$ cat config.mk
export PLATFORM = sky130hd
export DESIGN_NAME = sptx_top
export DESIGN_NICKNAME = d
export VERILOG_FILES = /design/src/rtl/sptx_pkg.sv /design/src/rtl/sptx_edges.sv /design/src/rtl/sptx_timer.sv /design/src/rtl/sptx_payload.sv /design/src/rtl/sptx_top.sv
export SDC_FILE = /design/constraint.sdc
export NUM_CORES = 1
export LEC_CHECK = 0
export BUFFER_PORTS_ARGS = -buffer_cell sky130_fd_sc_hd__buf_4
export CAP_MARGIN = 20
export CORE_UTILIZATION = 60
export CTS_BUF_LIST = sky130_fd_sc_hd__clkbuf_2
export DETAILED_ROUTE_END_ITERATION = 10
export GPL_ROUTABILITY_DRIVEN = 0
export PLACE_DENSITY = 0.89
export REMOVE_ABC_BUFFERS = 1
export SYNTH_ARGS = -nofsm -noshare
export SYNTH_HDL_FRONTEND = slang
export SYNTH_SLANG_ARGS = --single-unit
$ cat constraint.sdc
create_clock -name clk -period 7.32 [get_ports clk]
set_clock_uncertainty 0.05 [all_clocks]
set_input_delay 1.464 -clock clk [delete_from_list [all_inputs] [get_ports clk]]
set_output_delay 1.464 -clock clk [all_outputs]
set_load 0.005 [all_outputs]
$ cat src/rtl/sptx_pkg.sv
package sptx_pkg;

   typedef enum logic [1:0] {
      FMT_I2S = 2'b00,
      FMT_DSP = 2'b01,
      FMT_RJ  = 2'b10,
      FMT_LJ  = 2'b11
   } fmt_e;

   typedef enum logic [2:0] {
      SEL_I    = 3'b000,
      SEL_V    = 3'b001,
      SEL_VBAT = 3'b010,
      SEL_VBST = 3'b011,
      SEL_GAIN = 3'b100,
      SEL_IV   = 3'b101,
      SEL_STAT = 3'b110,
      SEL_OFF  = 3'b111
   } sel_e;

   function automatic logic [6:0] word_bits(input logic [1:0] code);
      case (code)
         2'b00:   return 7'd16;
         2'b01:   return 7'd20;
         2'b10:   return 7'd24;
         default: return 7'd32;
      endcase
   endfunction

   function automatic logic [8:0] frame_bits(input logic [1:0] code);
      return 9'd32 << code;
   endfunction

endpackage

$ cat src/rtl/sptx_edges.sv
module sptx_edges #(
   parameter int IN_SYNC = 2
) (
   input  logic clk,
   input  logic rst_n,
   input  logic bclk,
   input  logic wclk,
   input  logic drive_on_rise,
   output logic drive_stb,
   output logic wclk_rise,
   output logic wclk_fall,
   output logic wclk_lvl
);

   logic b_s, w_s, b_q, w_q;

   generate
      if (IN_SYNC < 0) begin : g_bad
         $error("sptx_edges: IN_SYNC must not be negative");
      end
      if (IN_SYNC == 0) begin : g_direct
         assign b_s = bclk;
         assign w_s = wclk;
      end else begin : g_sync
         logic [IN_SYNC-1:0] b_ch, w_ch;
         always_ff @(posedge clk or negedge rst_n) begin
            if (!rst_n) begin
               b_ch <= '0;
               w_ch <= '0;
            end else begin
               b_ch <= (b_ch << 1) | IN_SYNC'(bclk);
               w_ch <= (w_ch << 1) | IN_SYNC'(wclk);
            end
         end
         assign b_s = b_ch[IN_SYNC-1];
         assign w_s = w_ch[IN_SYNC-1];
      end
   endgenerate

   always_ff @(posedge clk or negedge rst_n) begin
      if (!rst_n) begin
         b_q <= 1'b0;
         w_q <= 1'b0;
      end else begin
         b_q <= b_s;
         w_q <= w_s;
      end
   end

   assign drive_stb = drive_on_rise ? (b_s & ~b_q) : (~b_s & b_q);
   assign wclk_rise = w_s & ~w_q;
   assign wclk_fall = ~w_s & w_q;
   assign wclk_lvl  = w_s;

endmodule

$ cat src/rtl/sptx_timer.sv
module sptx_timer
   import sptx_pkg::*;
#(
   parameter int WORD_MAX = 32,
   parameter int OFF_W    = 8,
   localparam int CNT_W   = $clog2((1 << OFF_W) + 2 * WORD_MAX + 1),
   localparam int IDX_W   = $clog2(WORD_MAX)
) (
   input  logic             clk,
   input  logic             rst_n,
   input  fmt_e             fmt,
   input  logic [1:0]       wlen_code,
   input  logic [1:0]       flen_code,
   input  logic [OFF_W-1:0] offset,
   input  logic             drive_stb,
   input  logic             wclk_rise,
   input  logic             wclk_fall,
   input  logic             wclk_lvl,
   output logic             win,
   output logic             right,
   output logic [IDX_W-1:0] bit_idx,
   output logic             frame_cap
);

   localparam logic [CNT_W-1:0] CNT_MAX = '1;

   logic [CNT_W-1:0] cnt, pos_n, st, lim, w, half, fb, o;
   logic             ch_start;

   always_comb begin
      w    = CNT_W'(word_bits(wlen_code));
      fb   = CNT_W'(frame_bits(flen_code));
      half = fb >> 1;
      o    = CNT_W'(offset);
      ch_start = (fmt == FMT_DSP) ? wclk_rise : (wclk_rise | wclk_fall);
      if (ch_start)            pos_n = '0;
      else if (cnt == CNT_MAX) pos_n = CNT_MAX;
      else                     pos_n = cnt + CNT_W'(1);
      right = 1'b0;
      st    = '0;
      lim   = half;
      unique case (fmt)
         FMT_I2S: begin
            right = wclk_lvl;
            st    = o + CNT_W'(1);
         end
         FMT_LJ: begin
            right = ~wclk_lvl;
            st    = o;
         end
         FMT_RJ: begin
            right = ~wclk_lvl;
            st    = (half > w) ? half - w : '0;
         end
         FMT_DSP: begin
            right = (pos_n >= o + w);
            st    = right ? o + w : o;
            lim   = fb;
         end
      endcase
      win       = drive_stb && (pos_n >= st) && (pos_n < st + w) && (pos_n < lim);
      bit_idx   = IDX_W'(pos_n - st);
      frame_cap = drive_stb && ((fmt == FMT_I2S) ? wclk_fall : wclk_rise);
   end

   always_ff @(posedge clk or negedge rst_n) begin
      if (!rst_n)         cnt <= CNT_MAX;
      else if (drive_stb) cnt <= pos_n;
   end

   // the position counter stays parked until a channel start edge arrives
   p_park_hold_r13: assert property (@(posedge clk) disable iff (!rst_n)
      (drive_stb && !ch_start && cnt == CNT_MAX) |=> (cnt == CNT_MAX));

   // a bit inside the window never indexes past the word length
   p_idx_in_word_r1: assert property (@(posedge clk) disable iff (!rst_n)
      win |-> (CNT_W'(bit_idx) < w));

endmodule

$ cat src/rtl/sptx_payload.sv
module sptx_payload
   import sptx_pkg::*;
#(
   parameter int I_W      = 16,
   parameter int V_W      = 16,
   parameter int VBAT_W   = 8,
   parameter int VBOOST_W = 8,
   parameter int GAIN_W   = 5,
   parameter int WORD_MAX = 32,
   localparam int IDX_W   = $clog2(WORD_MAX),
   localparam int LEN_W   = $clog2(WORD_MAX + 1)
) (
   input  logic                clk,
   input  logic                rst_n,
   input  logic                cap,
   input  logic [I_W-1:0]      src_i,
   input  logic [V_W-1:0]      src_v,
   input  logic [VBAT_W-1:0]   src_vbat,
   input  logic [VBOOST_W-1:0] src_vboost,
   input  logic [GAIN_W-1:0]   src_gain,
   input  logic [2:0]          sel_left,
   input  logic [2:0]          sel_right,
   input  logic                right,
   input  logic [IDX_W-1:0]    bit_idx,
   output logic                bit_val,
   output logic                present,
   output logic [LEN_W-1:0]    plen
);

   localparam int LEN_IV   = I_W + V_W;
   localparam int LEN_STAT = VBAT_W + VBOOST_W + GAIN_W;

   generate
      if (LEN_IV > WORD_MAX || LEN_STAT > WORD_MAX) begin : g_bad
         $error("sptx_payload: combined payload wider than WORD_MAX");
      end
   endgenerate

   logic [I_W-1:0]      sh_i,    ef_i;
   logic [V_W-1:0]      sh_v,    ef_v;
   logic [VBAT_W-1:0]   sh_vbat, ef_vbat;
   logic [VBOOST_W-1:0] sh_vbst, ef_vbst;
   logic [GAIN_W-1:0]   sh_gain, ef_gain;

   always_ff @(posedge clk or negedge rst_n) begin
      if (!rst_n) begin
         sh_i    <= '0;
         sh_v    <= '0;
         sh_vbat <= '0;
         sh_vbst <= '0;
         sh_gain <= '0;
      end else if (cap) begin
         sh_i    <= src_i;
         sh_v    <= src_v;
         sh_vbat <= src_vbat;
         sh_vbst <= src_vboost;
         sh_gain <= src_gain;
      end
   end

   // the capture edge itself already serializes from the live sources
   assign ef_i    = cap ? src_i      : sh_i;
   assign ef_v    = cap ? src_v      : sh_v;
   assign ef_vbat = cap ? src_vbat   : sh_vbat;
   assign ef_vbst = cap ? src_vboost : sh_vbst;
   assign ef_gain = cap ? src_gain   : sh_gain;

   generate
      for (genvar c = 0; c < 2; c++) begin : g_ch
         logic [2:0]          sel;
         logic [WORD_MAX-1:0] word;
         logic [LEN_W-1:0]    len;
         logic                pres;
         assign sel = (c == 0) ? sel_left : sel_right;
         always_comb begin
            word = '0;
            len  = '0;
            pres = 1'b1;
            case (sel_e'(sel))
               SEL_I: begin
                  word = WORD_MAX'(ef_i) << (WORD_MAX - I_W);
                  len  = LEN_W'(I_W);
               end
               SEL_V: begin
                  word = WORD_MAX'(ef_v) << (WORD_MAX - V_W);
                  len  = LEN_W'(V_W);
               end
               SEL_VBAT: begin
                  word = WORD_MAX'(ef_vbat) << (WORD_MAX - VBAT_W);
                  len  = LEN_W'(VBAT_W);
               end
               SEL_VBST: begin
                  word = WORD_MAX'(ef_vbst) << (WORD_MAX - VBOOST_W);
                  len  = LEN_W'(VBOOST_W);
               end
               SEL_GAIN: begin
                  word = WORD_MAX'(ef_gain) << (WORD_MAX - GAIN_W);
                  len  = LEN_W'(GAIN_W);
               end
               SEL_IV: begin
                  word = WORD_MAX'({ef_i, ef_v}) << (WORD_MAX - LEN_IV);
                  len  = LEN_W'(LEN_IV);
               end
               SEL_STAT: begin
                  word = WORD_MAX'({ef_vbat, ef_vbst, ef_gain}) << (WORD_MAX - LEN_STAT);
                  len  = LEN_W'(LEN_STAT);
               end
               default: pres = 1'b0;
            endcase
         end
      end
   endgenerate

   logic [WORD_MAX-1:0] word_sel;
   logic [IDX_W-1:0]    rev;

   always_comb begin
      word_sel = right ? g_ch[1].word : g_ch[0].word;
      plen     = right ? g_ch[1].len  : g_ch[0].len;
      present  = right ? g_ch[1].pres : g_ch[0].pres;
      rev      = IDX_W'(WORD_MAX - 1) - bit_idx;
      bit_val  = (LEN_W'(bit_idx) < plen) ? word_sel[rev] : 1'b0;
   end

   // shadow copy only moves on a frame start
   p_shadow_hold_r12: assert property (@(posedge clk) disable iff (!rst_n)
      !cap |=> ($stable(sh_i) && $stable(sh_v) && $stable(sh_vbat)
                && $stable(sh_vbst) && $stable(sh_gain)));

endmodule

$ cat src/rtl/sptx_top.sv
module sptx_top
   import sptx_pkg::*;
#(
   parameter int I_W      = 16,
   parameter int V_W      = 16,
   parameter int VBAT_W   = 8,
   parameter int VBOOST_W = 8,
   parameter int GAIN_W   = 5,
   parameter int WORD_MAX = 32,
   parameter int OFF_W    = 8,
   parameter int IN_SYNC  = 2
) (
   input  logic                clk,
   input  logic                rst_n,
   input  logic                bclk,
   input  logic                wclk,
   input  logic [1:0]          cfg_fmt,
   input  logic [1:0]          cfg_wlen,
   input  logic [1:0]          cfg_flen,
   input  logic [OFF_W-1:0]    cfg_offset,
   input  logic                cfg_idle_hiz,
   input  logic [2:0]          cfg_sel_left,
   input  logic [2:0]          cfg_sel_right,
   input  logic [I_W-1:0]      src_i,
   input  logic [V_W-1:0]      src_v,
   input  logic [VBAT_W-1:0]   src_vbat,
   input  logic [VBOOST_W-1:0] src_vboost,
   input  logic [GAIN_W-1:0]   src_gain,
   output logic                sd_out,
   output logic                sd_oe
);

   localparam int IDX_W = $clog2(WORD_MAX);
   localparam int LEN_W = $clog2(WORD_MAX + 1);

   generate
      if (WORD_MAX < 32) begin : g_bad_word
         $error("sptx_top: WORD_MAX must cover the 32-bit word code");
      end
      if (OFF_W < 1 || OFF_W > 12) begin : g_bad_off
         $error("sptx_top: OFF_W out of range");
      end
   endgenerate

   fmt_e             fmt;
   logic             drive_stb, wclk_rise, wclk_fall, wclk_lvl;
   logic             win, right, frame_cap, bit_val, present;
   logic [IDX_W-1:0] bit_idx;
   logic [LEN_W-1:0] plen;

   assign fmt = fmt_e'(cfg_fmt);

   sptx_edges #(.IN_SYNC(IN_SYNC)) u_edges (
      .clk           (clk),
      .rst_n         (rst_n),
      .bclk          (bclk),
      .wclk          (wclk),
      .drive_on_rise (fmt == FMT_DSP),
      .drive_stb     (drive_stb),
      .wclk_rise     (wclk_rise),
      .wclk_fall     (wclk_fall),
      .wclk_lvl      (wclk_lvl)
   );

   sptx_timer #(.WORD_MAX(WORD_MAX), .OFF_W(OFF_W)) u_timer (
      .clk       (clk),
      .rst_n     (rst_n),
      .fmt       (fmt),
      .wlen_code (cfg_wlen),
      .flen_code (cfg_flen),
      .offset    (cfg_offset),
      .drive_stb (drive_stb),
      .wclk_rise (wclk_rise),
      .wclk_fall (wclk_fall),
      .wclk_lvl  (wclk_lvl),
      .win       (win),
      .right     (right),
      .bit_idx   (bit_idx),
      .frame_cap (frame_cap)
   );

   sptx_payload #(
      .I_W(I_W), .V_W(V_W), .VBAT_W(VBAT_W), .VBOOST_W(VBOOST_W),
      .GAIN_W(GAIN_W), .WORD_MAX(WORD_MAX)
   ) u_payload (
      .clk        (clk),
      .rst_n      (rst_n),
      .cap        (frame_cap),
      .src_i      (src_i),
      .src_v      (src_v),
      .src_vbat   (src_vbat),
      .src_vboost (src_vboost),
      .src_gain   (src_gain),
      .sel_left   (cfg_sel_left),
      .sel_right  (cfg_sel_right),
      .right      (right),
      .bit_idx    (bit_idx),
      .bit_val    (bit_val),
      .present    (present),
      .plen       (plen)
   );

   always_ff @(posedge clk or negedge rst_n) begin
      if (!rst_n) begin
         sd_out <= 1'b0;
         sd_oe  <= 1'b0;
      end else if (drive_stb) begin
         if (win && present) begin
            sd_oe  <= 1'b1;
            sd_out <= bit_val;
         end else if (win) begin
            sd_oe  <= 1'b0;
            sd_out <= 1'b0;
         end else begin
            sd_oe  <= ~cfg_idle_hiz;
            sd_out <= 1'b0;
         end
      end
   end

   p_hold_between_r14: assert property (@(posedge clk) disable iff (!rst_n)
      !drive_stb |=> ($stable(sd_out) && $stable(sd_oe)));

   p_idle_release_r8: assert property (@(posedge clk) disable iff (!rst_n)
      (drive_stb && !win && cfg_idle_hiz) |=> !sd_oe);

   p_idle_low_r8: assert property (@(posedge clk) disable iff (!rst_n)
      (drive_stb && !win && !cfg_idle_hiz) |=> (sd_oe && !sd_out));

   p_off_release_r11: assert property (@(posedge clk) disable iff (!rst_n)
      (drive_stb && win && !present) |=> !sd_oe);

   p_pad_zero_r10: assert property (@(posedge clk) disable iff (!rst_n)
      (drive_stb && win && present && (LEN_W'(bit_idx) >= plen)) |=> !sd_out);

endmodule

==> run metrics <==
simple logic cell fraction of the synthesized area 16.9%; CTS Sinks 70; Post-DP Area approximately 7500 um^2; Post-Synthesis Cells 810; fraction of registers with async set/reset 100%; post-synthesis cell type count 87; Antenna Nets Post-Route 0; TritonCTS clock tree yes; Clock transition at path regs 0.19 ns; worst-skew pair later-pin latency 0.55 ns; final hold vios 0; Startpoint Class primary input; die width 109 um; minimum clock period 6.90 ns; DR iter-0 viols about 1100; Via Count about 7000; WS Path Type primary input to register; Crit path top cell by count ha_1; max incr delay on CP 0.42 ns; Setup Fix Bufs, Post-CTS 0; number of global-route vias before repair 6239; share of post-route cells with drive strength above 1 19.6%; nets between 1000 and 1500; CTS buffer count 9; GRT Overall Usage 34.9%; first-pass GRT wire length ~32000 um; Seq cells post-synth 70; final instance area about 7600 um^2; detailed placement HPWL between 15000 and 20000 um; CTS Buffer Depth 2; row cnt 38; Adder-Cell Fraction of Synth Area 9.80%; max_slew headroom 39.2%; Primary FF master, synth dfrtp_1; Fillers 885; maximum vdd ir drop 139 uV; Fmax achieved between 100 and 150 MHz; XOR/XNOR Fraction of Synth Area under 10%; largest delay contributor family on the critical path compound AO/OA/AOI/OAI gates; largest net degree at the start of global routing 71; Period Utilization, post-route 94.3%; pre-CTS WS -0.195 ns; DRT Pass-1 Iters 10; Die H about 110 um; area delta synth->final 11.4%; mean routed wirelength per cell ~20 um; Critical Path Fanout Max 5; Hold WS 0.307 ns; number of synthesized flops with an enable pin 0; DRC violations left 0; synthesized area 6840 um^2; Yosys warnings 0; Pleak 3.58 nW; Port Buffer Count 79; status completed; antenna violations before repair 0; core box area roughly 11000 um^2; max-slew violations 0; critical path required time roughly 7.7 ns; worst path arrival time 7.30 ns; total gr overflow 0; largest family of logic cells by synthesized area compound AO/OA/AOI/OAI gates; Synth Area in Compound Gates 27.0%; Die ar. 11800 um^2; Via-to-Cell Ratio a little under 7; num ports 80; worst hold-check path type register to register; Root Driver clkbuf_2; mux share of post-synthesis cell area 11.1%; Avg Inst Size Synth 8.44 um^2; initial core utilization 62.3%; unrepaired setup endpoints after global routing false; Final TNS setup 0 ns; final wirelength 20300 um; CP Capture Type register; crit path buf inv count 3; setup violators final 0; max cap viols 0; Max H-tree Level 3; # diodes 0; post-synthesis sequential area ratio between 20 and 30%; slowest cell on the critical path fa_1; final setup margin 0.417 ns; Cell Pwr Density between 150 and 200 nW/um^2; total power ~1.4 mW; pin slew with the least headroom to its limit slightly above 0.9 ns
-- report_power, final --
part	switching (mW)	internal (mW)	total, mW
Sequential	0.0318	0.472	0.504
Combinational	0.453	0.308	0.762
Clock	0.134	0.0453	0.179
Total	0.619	0.826	1.44
-- placed cells by master (no fill, tap or decap), types with 10 or more instances in the layout --
cell type   n
buf_4      96
inv_1      67
nand2_1    64
dfrtp_1    61
a21oi_1    58
o21ai_0    51
ha_1       48
nor2_1     46
mux2i_1    32
nand3_1    32
mux2_2     19
nand2b_1   16
o211ai_1   16
nor2b_1    16
o22ai_1    16
a31oi_1    15
xnor2_1    14
a21boi_0   12
clkbuf_2   12
a21o_1     11
a211oi_1   10
-- per-stage QoR --
| step | util [%] | cells |
|---|---|---|
| after floorplan | - | 770 |
| after global placement | 68.6 | 1006 |
| after detailed placement | 68.6 | 1006 |
| after CTS | 69.3 | 1022 |
| after global routing | 69.4 | 1022 |
| final | 69.4 | 1022 |
-- sequential cells by signal, indices dropped and copies added, names as in the netlist --
register             count
sd_oe                    1
u_edges.g_sync.w_ch      2
u_payload.sh_vbat        8
u_edges.w_q              1
u_timer.cnt              9
u_payload.sh_i          16
u_edges.b_q              1
u_payload.sh_vbst        8
sd_out                   1
u_edges.g_sync.b_ch      2
u_payload.sh_v          16
u_payload.sh_gain        5
-- layout make-up --
class / instances / area [um^2] / share of cell area (%)
inverters: 69 / 259 / 3.40
clock inverters: 4 / 16.3 / 0.214
clock buffers: 12 / 60.1 / 0.788
well taps: 140 / 175 / 2.30
multi-input cells: 631 / 4620 / 60.7
repair buffers: 96 / 721 / 9.46
flip-flops and latches: 70 / 1760 / 23.1
-- worst paths after layout --
check	from	end	slack (ns)	cells after the start
worst max-delay path	cfg_wlen[1]	sd_out$_DFFE_PN0P_	0.42	32
worst min-delay path	u_edges.g_sync.w_ch[0]$_DFF_PN0_	u_edges.g_sync.w_ch[1]$_DFF_PN0_	0.31	0
worst max register to register	u_timer.cnt[0]$_DFFE_PN1P_	sd_out$_DFFE_PN0P_	0.75	29
worst min register to register	u_edges.g_sync.w_ch[0]$_DFF_PN0_	u_edges.g_sync.w_ch[1]$_DFF_PN0_	0.31	0
max in group asynchronous	rst_n	sd_out$_DFFE_PN0P_	5.70	1
min in group asynchronous	rst_n	u_payload.sh_gain[4]$_DFF_PN0_	0.95	1
-- per-layer routing --
metal	part of all wire (%)	track usage, %
met1	42	50.0
met2	42	50.7
met3	12	8.97
met4	4.1	12.3
met5	0	0
-- logic make-up after synthesis --
kind of cell | after synthesis
multiplexers | 62
XOR/XNOR | 21
adder cells (fa/ha/maj) | 52
flip-flops | 70
AND/OR/NAND/NOR | 224
AO/OA/AOI/OAI | 272
buffers and inverters | 109
-- Yosys cell counts (4+ instances only) --
library cell   n  area (um^2)
inv_1         67          251
nand2_1       64          240
dfrtp_1       61         1530
a21oi_1       58          290
o21ai_0       54          270
ha_1          48          601
nor2_1        46          173
mux2i_1       32          320
nand3_1       32          160
clkbuf_1      26         97.6
mux2_2        19          214
nand2b_1      16          100
nor2b_1       16          100
o211ai_1      16          120
o22ai_1       16          100
a31oi_1       15         93.8
xnor2_1       14          123
a21boi_0      12         90.1
a21o_1        11         82.6
a211oi_1      10         75.1
a22oi_1        9         67.6
and3_1         9         56.3
dfstp_2        9          236
nor3_1         8         40.0
o21a_1         8         60.1
o221ai_1       8         70.1
a221oi_1       7         61.3
xor2_1         7         61.3
mux4_2         6          135
buf_2          5         25.0
nor3b_1        5         37.5
a2111oi_0      4         35.0
buf_6          4         45.0
or2_2          4         25.0
-- timing repair --
item / in CTS / in global routing
hold buffers: 0 / 0
resized for setup: 0 / 5
endpoints found under the setup margin: 0 / 1
Power figures use the tool's default switching activity.
